### config.mk
export PLATFORM = sky130hd
export DESIGN_NAME = ee_word_reader
export DESIGN_NICKNAME = d
export VERILOG_FILES = /design/src/rtl/ee_rd_pkg.sv /design/src/rtl/ee_half_timer.sv /design/src/rtl/ee_rx_shifter.sv /design/src/rtl/ee_read_seq.sv /design/src/rtl/ee_word_reader.sv
export SDC_FILE = /design/constraint.sdc
export NUM_CORES = 1
export LEC_CHECK = 0
export ABC_AREA = 1
export ABC_CLOCK_PERIOD_IN_PS = 2200
export BUFFER_PORTS_ARGS = -buffer_cell sky130_fd_sc_hd__buf_2
export CELL_PAD_IN_SITES_DETAIL_PLACEMENT = 2
export CELL_PAD_IN_SITES_GLOBAL_PLACEMENT = 2
export CORE_MARGIN = 2
export CORE_UTILIZATION = 35
export CTS_CLUSTER_SIZE = 40
export DETAILED_ROUTE_END_ITERATION = 10
export HOLD_SLACK_MARGIN = 0.03
export PLACE_DENSITY = 0.84
export SYNTH_ARGS = -nofsm -noshare
export SYNTH_HDL_FRONTEND = slang
export SYNTH_SLANG_ARGS = --single-unit
### constraint.sdc
create_clock -name clk -period 2.2 [get_ports clk]
set_input_delay 0.11 -clock clk [delete_from_list [all_inputs] [get_ports clk]]
set_output_delay 0.11 -clock clk [all_outputs]
set_load 0.1 [all_outputs]
### src/rtl/ee_rd_pkg.sv
package ee_rd_pkg;

  typedef enum logic [3:0] {
    ST_IDLE   = 4'd0,
    ST_CSLO   = 4'd1,
    ST_CSHI   = 4'd2,
    ST_CSETUP = 4'd3,
    ST_CHIGH  = 4'd4,
    ST_CLOW   = 4'd5,
    ST_DGAP   = 4'd6,
    ST_DHIGH  = 4'd7,
    ST_DLOW   = 4'd8,
    ST_END    = 4'd9
  } ee_state_e;

  typedef struct packed {
    logic sel;
    logic sck;
    logic mosi;
  } ee_pins_t;

  // Pin levels belonging to each sequencer state; cmd_bit is the
  // command bit currently on the line.
  function automatic ee_pins_t pins_for(ee_state_e st, logic cmd_bit);
    ee_pins_t p;
    p = '0;
    case (st)
      ST_CSHI:   p = '{sel: 1'b1, sck: 1'b0, mosi: 1'b0};
      ST_CSETUP: p = '{sel: 1'b1, sck: 1'b0, mosi: cmd_bit};
      ST_CHIGH:  p = '{sel: 1'b1, sck: 1'b1, mosi: cmd_bit};
      ST_CLOW:   p = '{sel: 1'b1, sck: 1'b0, mosi: cmd_bit};
      ST_DGAP:   p = '{sel: 1'b1, sck: 1'b0, mosi: 1'b0};
      ST_DHIGH:  p = '{sel: 1'b1, sck: 1'b1, mosi: 1'b0};
      ST_DLOW:   p = '{sel: 1'b1, sck: 1'b0, mosi: 1'b0};
      default:   p = '0;
    endcase
    return p;
  endfunction

endpackage

### src/rtl/ee_half_timer.sv
module ee_half_timer #(
  parameter int HALF_CYC = 2
) (
  input  logic clk,
  input  logic rst_n,
  input  logic run,
  output logic tick
);

  localparam int HALF_EFF = (HALF_CYC < 2) ? 2 : HALF_CYC;
  localparam int CNT_W    = $clog2(HALF_EFF);
  localparam logic [CNT_W-1:0] LAST = CNT_W'(HALF_EFF - 1);

  logic [CNT_W-1:0] cnt_q, cnt_d;
  logic             cnt_en;

  assign cnt_en = run || (cnt_q != '0);

  always_comb begin
    cnt_d = cnt_q;
    if (!run) begin
      cnt_d = '0;
    end else if (cnt_q == LAST) begin
      cnt_d = '0;
    end else begin
      cnt_d = cnt_q + 1'b1;
    end
  end

  always_ff @(posedge clk or negedge rst_n) begin
    if (!rst_n) begin
      cnt_q <= '0;
    end else if (cnt_en) begin
      cnt_q <= cnt_d;
    end
  end

  assign tick = run && (cnt_q == LAST);


  tick_spacing_chk: assert property (@(posedge clk) disable iff (!rst_n)
    tick |=> !tick);

endmodule

### src/rtl/ee_rx_shifter.sv
module ee_rx_shifter #(
  parameter int DATA_W = 16
) (
  input  logic              clk,
  input  logic              rst_n,
  input  logic              sample_en,
  input  logic              din,
  output logic [DATA_W-1:0] word_swapped
);

  localparam int NBYTES = DATA_W / 8;

  logic [DATA_W-1:0] sr_q, sr_d;

  always_comb begin
    sr_d = sr_q;
    if (sample_en) begin
      sr_d = {sr_q[DATA_W-2:0], din};
    end
  end

  always_ff @(posedge clk or negedge rst_n) begin
    if (!rst_n) begin
      sr_q <= '0;
    end else if (sample_en) begin
      sr_q <= sr_d;
    end
  end

  // Reverse byte order of the word as it was shifted in.
  for (genvar k = 0; k < NBYTES; k++) begin : g_swap
    assign word_swapped[k*8 +: 8] = sr_q[(NBYTES-1-k)*8 +: 8];
  end

endmodule

### src/rtl/ee_read_seq.sv
module ee_read_seq
  import ee_rd_pkg::*;
#(
  parameter int ADDR_W = 6,
  parameter int DATA_W = 16
) (
  input  logic              clk,
  input  logic              rst_n,
  input  logic              start,
  input  logic [ADDR_W-1:0] addr,
  input  logic              tick,
  output logic              run,
  output logic              sample_en,
  output logic              finish,
  output ee_pins_t          pins
);

  localparam int CMD_W = ADDR_W + 5;
  localparam int MAXB  = (CMD_W > DATA_W) ? CMD_W : DATA_W;
  localparam int CNT_W = $clog2(MAXB);
  localparam logic [CNT_W-1:0] CMD_LAST  = CNT_W'(CMD_W - 1);
  localparam logic [CNT_W-1:0] DATA_LAST = CNT_W'(DATA_W - 1);

  ee_state_e          state_q, state_d;
  logic [CMD_W-1:0]   cmd_q, cmd_d;
  logic [CNT_W-1:0]   bits_q, bits_d;
  ee_pins_t           pins_q, pins_d;
  logic               step_en;

  always_comb begin
    state_d = state_q;
    cmd_d   = cmd_q;
    bits_d  = bits_q;
    case (state_q)
      ST_IDLE: begin
        if (start) begin
          state_d = ST_CSLO;
          cmd_d   = {2'b00, 3'b110, addr};
          bits_d  = CMD_LAST;
        end
      end
      ST_CSLO:   if (tick) state_d = ST_CSHI;
      ST_CSHI:   if (tick) state_d = ST_CSETUP;
      ST_CSETUP: if (tick) state_d = ST_CHIGH;
      ST_CHIGH:  if (tick) state_d = ST_CLOW;
      ST_CLOW: begin
        if (tick) begin
          if (bits_q == '0) begin
            state_d = ST_DGAP;
            bits_d  = DATA_LAST;
          end else begin
            state_d = ST_CSETUP;
            bits_d  = bits_q - 1'b1;
            cmd_d   = {cmd_q[CMD_W-2:0], 1'b0};
          end
        end
      end
      ST_DGAP:   if (tick) state_d = ST_DHIGH;
      ST_DHIGH:  if (tick) state_d = ST_DLOW;
      ST_DLOW: begin
        if (tick) begin
          if (bits_q == '0) begin
            state_d = ST_END;
          end else begin
            state_d = ST_DHIGH;
            bits_d  = bits_q - 1'b1;
          end
        end
      end
      ST_END:    if (tick) state_d = ST_IDLE;
      default:   state_d = ST_IDLE;
    endcase
  end

  assign pins_d  = pins_for(state_d, cmd_d[CMD_W-1]);
  assign step_en = tick || (state_q == ST_IDLE);

  always_ff @(posedge clk or negedge rst_n) begin
    if (!rst_n) begin
      state_q <= ST_IDLE;
      cmd_q   <= '0;
      bits_q  <= '0;
      pins_q  <= '0;
    end else if (step_en) begin
      state_q <= state_d;
      cmd_q   <= cmd_d;
      bits_q  <= bits_d;
      pins_q  <= pins_d;
    end
  end

  assign run       = (state_q != ST_IDLE);
  assign sample_en = (state_q == ST_DHIGH) && tick;
  assign finish    = (state_q == ST_END) && tick;
  assign pins      = pins_q;


  restart_ignored_chk: assert property (@(posedge clk) disable iff (!rst_n)
    (run && start && (state_q != ST_CSLO)) |=> (state_q != ST_CSLO));

endmodule

### src/rtl/ee_word_reader.sv
module ee_word_reader
  import ee_rd_pkg::*;
#(
  parameter int ADDR_W   = 6,
  parameter int DATA_W   = 16,
  parameter int HALF_CYC = 2
) (
  input  logic              clk,
  input  logic              rst_n,
  input  logic              rd_start,
  input  logic [ADDR_W-1:0] rd_addr,
  output logic              rd_busy,
  output logic              rd_done,
  output logic [DATA_W-1:0] rd_data,
  output logic              ee_sel,
  output logic              ee_clk,
  output logic              ee_mosi,
  input  logic              ee_miso
);

  logic              run;
  logic              tick;
  logic              sample_en;
  logic              finish;
  ee_pins_t          pins;
  logic [DATA_W-1:0] word_sw;
  logic              done_q;
  logic [DATA_W-1:0] data_q;

  ee_half_timer #(.HALF_CYC(HALF_CYC)) timer_i (
    .clk  (clk),
    .rst_n(rst_n),
    .run  (run),
    .tick (tick)
  );

  ee_read_seq #(.ADDR_W(ADDR_W), .DATA_W(DATA_W)) seq_i (
    .clk      (clk),
    .rst_n    (rst_n),
    .start    (rd_start),
    .addr     (rd_addr),
    .tick     (tick),
    .run      (run),
    .sample_en(sample_en),
    .finish   (finish),
    .pins     (pins)
  );

  ee_rx_shifter #(.DATA_W(DATA_W)) shifter_i (
    .clk         (clk),
    .rst_n       (rst_n),
    .sample_en   (sample_en),
    .din         (ee_miso),
    .word_swapped(word_sw)
  );

  always_ff @(posedge clk or negedge rst_n) begin
    if (!rst_n) begin
      done_q <= 1'b0;
    end else begin
      done_q <= finish;
    end
  end

  always_ff @(posedge clk or negedge rst_n) begin
    if (!rst_n) begin
      data_q <= '0;
    end else if (finish) begin
      data_q <= word_sw;
    end
  end

  assign rd_busy = run;
  assign rd_done = done_q;
  assign rd_data = data_q;
  assign ee_sel  = pins.sel;
  assign ee_clk  = pins.sck;
  assign ee_mosi = pins.mosi;


  clk_within_sel_chk: assert property (@(posedge clk) disable iff (!rst_n)
    ee_clk |-> ee_sel);


  mosi_setup_chk: assert property (@(posedge clk) disable iff (!rst_n)
    (ee_clk && !$past(ee_clk)) |-> (ee_mosi == $past(ee_mosi)));


  done_pulse_chk: assert property (@(posedge clk) disable iff (!rst_n)
    rd_done |=> !rd_done);


  done_idle_chk: assert property (@(posedge clk) disable iff (!rst_n)
    rd_done |-> !rd_busy);


  busy_fall_chk: assert property (@(posedge clk) disable iff (!rst_n)
    $fell(rd_busy) |-> rd_done);

endmodule

==> impl_metrics.json <==
{
  "crit_slowest_cell": "dfrtp_1",
  "die_w_um": 90.27,
  "synth_cells": 306,
  "cts.sinks": 56,
  "htreeDepth": 2,
  "yosys.area.top_type": "dfrtp_1",
  "grt_pass1_vias": 2444,
  "synth_edf_count": 0,
  "syn_area_per_cell_um2": 8.513,
  "drive_gt1_share_pct": 19.36,
  "dp_worst_setup_slack_ns": 0.2185,
  "worst_pin_slew_ns": 0.5094,
  "rrSetupSlack_ns": 0.25,
  "setup.worst_path.start_class": "flop",
  "pin_count": 31,
  "timing.fmax_mhz": 513.8,
  "die_area_mm2": 0.008149,
  "period_minus_slack_ns": 1.946,
  "fp-row-count": 31,
  "cts_made_buffers": 5,
  "core_area_mm2": 0.007214,
  "via_per_inst": 4.863,
  "dpl_cell_area_mm2": 0.002860,
  "slew_violations": 0,
  "worst_path_dominant_cell_family": "simple AND/OR/NAND/NOR gates",
  "drc": 0,
  "syn-num-nets": 317,
  "fin_nets": 356,
  "post-route-period-util_pct": 88.46,
  "p_total_mw": 1.682,
  "whs_ns": 0.04138,
  "clkLatencyLatePin_ns": 0.32,
  "hold_class": "in2reg",
  "drtIter0Drc": 99,
  "p_leak_nw": 1.546,
  "design_area_mm2": 0.003009,
  "max_cap_violations": 0,
  "setup_viol": 0,
  "worst_slack_ns": 0.2538,
  "antenna_found_initial": 0,
  "ant_nets": 0,
  "crit_fanout": 4,
  "grt_max_degree": 32,
  "arrival_ns": 2.18,
  "postSynth.topFlopCell": "dfrtp_1",
  "ys_seq_area_share_pct": 53.79,
  "vias": 2164,
  "grt_pass1_wl_mm": 12.41,
  "crit_path_frequent_cell": "nand2_1",
  "grt_overflow": 0,
  "final_cells": 445,
  "path_clk_slew_ns": 0.12,
  "finClkSkew_ns": 0.01584,
  "hpwlAfterDp_mm": 5.176,
  "relSlewSlack_pct": 66.04,
  "synthArstFlopShare_pct": 100.0,
  "ys_types": 30,
  "crit_chain": "inv_1 -> ha_1 -> nand2_1 -> nor2_4 -> nand3_1 -> nand2_1 -> nand2_2 -> nand2_2 -> nand3_2 -> nor2_1 -> nand2_1 -> nand2_1 -> nand2_1",
  "portBuffers": 30,
  "clockBufferDepth": 2,
  "antenna_cells": 0,
  "synth_warnings": 0,
  "ys_seq_elements": 56,
  "hold_violations": 0,
  "cp.buffers_inverters": 1,
  "status": "completed",
  "synth_common_cells": "95 x nand2_1, 56 x dfrtp_1, 40 x inv_1",
  "die_h_um": 90.27,
  "cts_root_buf": "clkbuf_8",
  "cts_tree": "yes",
  "rsz0062_at_grt": "no",
  "wirelength_mm": 7.172,
  "crit_required_ns": 2.43,
  "slowest_delay_ns": 0.41,
  "start_util_pct": 36.11,
  "wl_per_cell_um": 16.12,
  "critPathKind": "reg2reg",
  "yosysTopAreaCellShare_pct": 53.79,
  "syn_area_mm2": 0.002605,
  "place.gp.congestion": 0.8099,
  "p_per_area_mw_per_mm2": 559.1,
  "end_kind": "flop",
  "fin_setup_tns_ns": 0,
  "yosysMostFrequentCell": "nand2_1",
  "track_usage_pct": 19.09,
  "place_inst": 432,
  "final_util_pct": 41.71,
  "area_growth_pct": 15.51,
  "firstDrtPassIters": 4,
  "peakVddDrop_uv": 263.5,
  "synth_area_leaders": "dfrtp_1 54%, nand2_1 14%, o21ai_0 6.1%"
}
worst paths after layout:
| path | start | to | cells after the start |
|---|---|---|---|
| setup / recovery | seq_i.bits_q[0] | seq_i.pins[2] | 13 |
| setup reg to reg | seq_i.bits_q[0] | seq_i.pins[2] | 13 |
| hold / removal | rd_addr[4] | seq_i.cmd_q[4] | 3 |
| min in group asynchronous | rst_n | seq_i.pins[0] | 2 |
| max in group asynchronous | rst_n | rd_data[1] | 3 |
| hold reg to reg | seq_i.pins[2] | seq_i.pins[2] | 2 |
kinds of logic (layout without fill, tap and decap cells):
group | count (synthesis) | in the layout | share of synthesized area (%)
AO/OA/AOI/OAI | 56 | 56 | 12.01
XOR/XNOR | 1 | 1 | 0.3363
adder cells (fa/ha/maj) | 1 | 1 | 0.4802
buffers and inverters | 53 | 93 | 8.501
flip-flops | 56 | 56 | 53.79
AND/OR/NAND/NOR | 139 | 139 | 24.88
worst register-to-register path, cell delays in order (launching register included):
cell and delay (ns):
dfrtp_1 0.41, inv_1 0.11, ha_1 0.19, nand2_1 0.10, nor2_4 0.17, nand3_1 0.15
nand2_1 0.13, nand2_2 0.07, nand2_2 0.09, nand3_2 0.11, nor2_1 0.13, nand2_1 0.07
nand2_1 0.07, nand2_1 0.05
layout by cell type, fill, tap and decap left out, types with 2 or more instances in the layout:
| cell type | synthesis | layout |
|---|---|---|
| o22ai_1 | 2 | 2 |
| nand2_1 | 95 | 95 |
| a22oi_1 | 7 | 7 |
| nor2_1 | 10 | 10 |
| nand2_2 | 5 | 5 |
| dfrtp_1 | 56 | 56 |
| buf_2 | 2 | 30 |
| nand3_1 | 13 | 13 |
| inv_2 | 6 | 6 |
| inv_1 | 40 | 40 |
| dlygate4sd3_1 | 0 | 5 |
| nor2_2 | 3 | 2 |
| a21oi_1 | 2 | 2 |
| o21ai_0 | 32 | 32 |
| nand3_2 | 2 | 2 |
| nor2_4 | 4 | 5 |
| o21ai_1 | 9 | 9 |
| clkbuf_8 | 0 | 5 |
| buf_4 | 1 | 4 |
| a21oi_2 | 2 | 2 |
| nor3_1 | 3 | 3 |
| inv_6 | 0 | 2 |
where the power goes:
part | internal (mW) | switching, mW | leakage (nW)
clock network | 0.233 | 0.381 | 0.0452
logic | 0.0137 | 0.0250 | 0.743
registers | 1.03 | 0 | 0.758
layer usage:
metal	track usage [%]	vias up	routed length, µm
met4	3.846	0	62
met3	3.255	5	162
met1	24.37	1093	3202
met2	34.21	28	3745
met5	0	-	0
li1	-	1038	-
sequential cells by signal, indices dropped and copies added (netlist names):
register and count:
seq_i.state_q 4, timer_i.cnt_q 1, shifter_i.sr_q 16, seq_i.bits_q 4, seq_i.cmd_q 11, rd_data 16
rd_done 1, seq_i.pins 3
what timing repair did:
action,CTS,global route
hold buffers,5,0
endpoints found under the hold margin,25,0
endpoints found under the setup margin,0,4
gates resized for setup,0,1
setup buffers,0,0
cell type report:
class,count,area [µm²]
flip-flops and latches,56,1401
clock buffers,5,68.82
multi-input cells,197,987.2
well taps,99,123.9
inverters,46,172.7
clock inverters,3,25.02
repair buffers,39,230.2
fillers,851,4205
(Power assumes the default switching activity.)
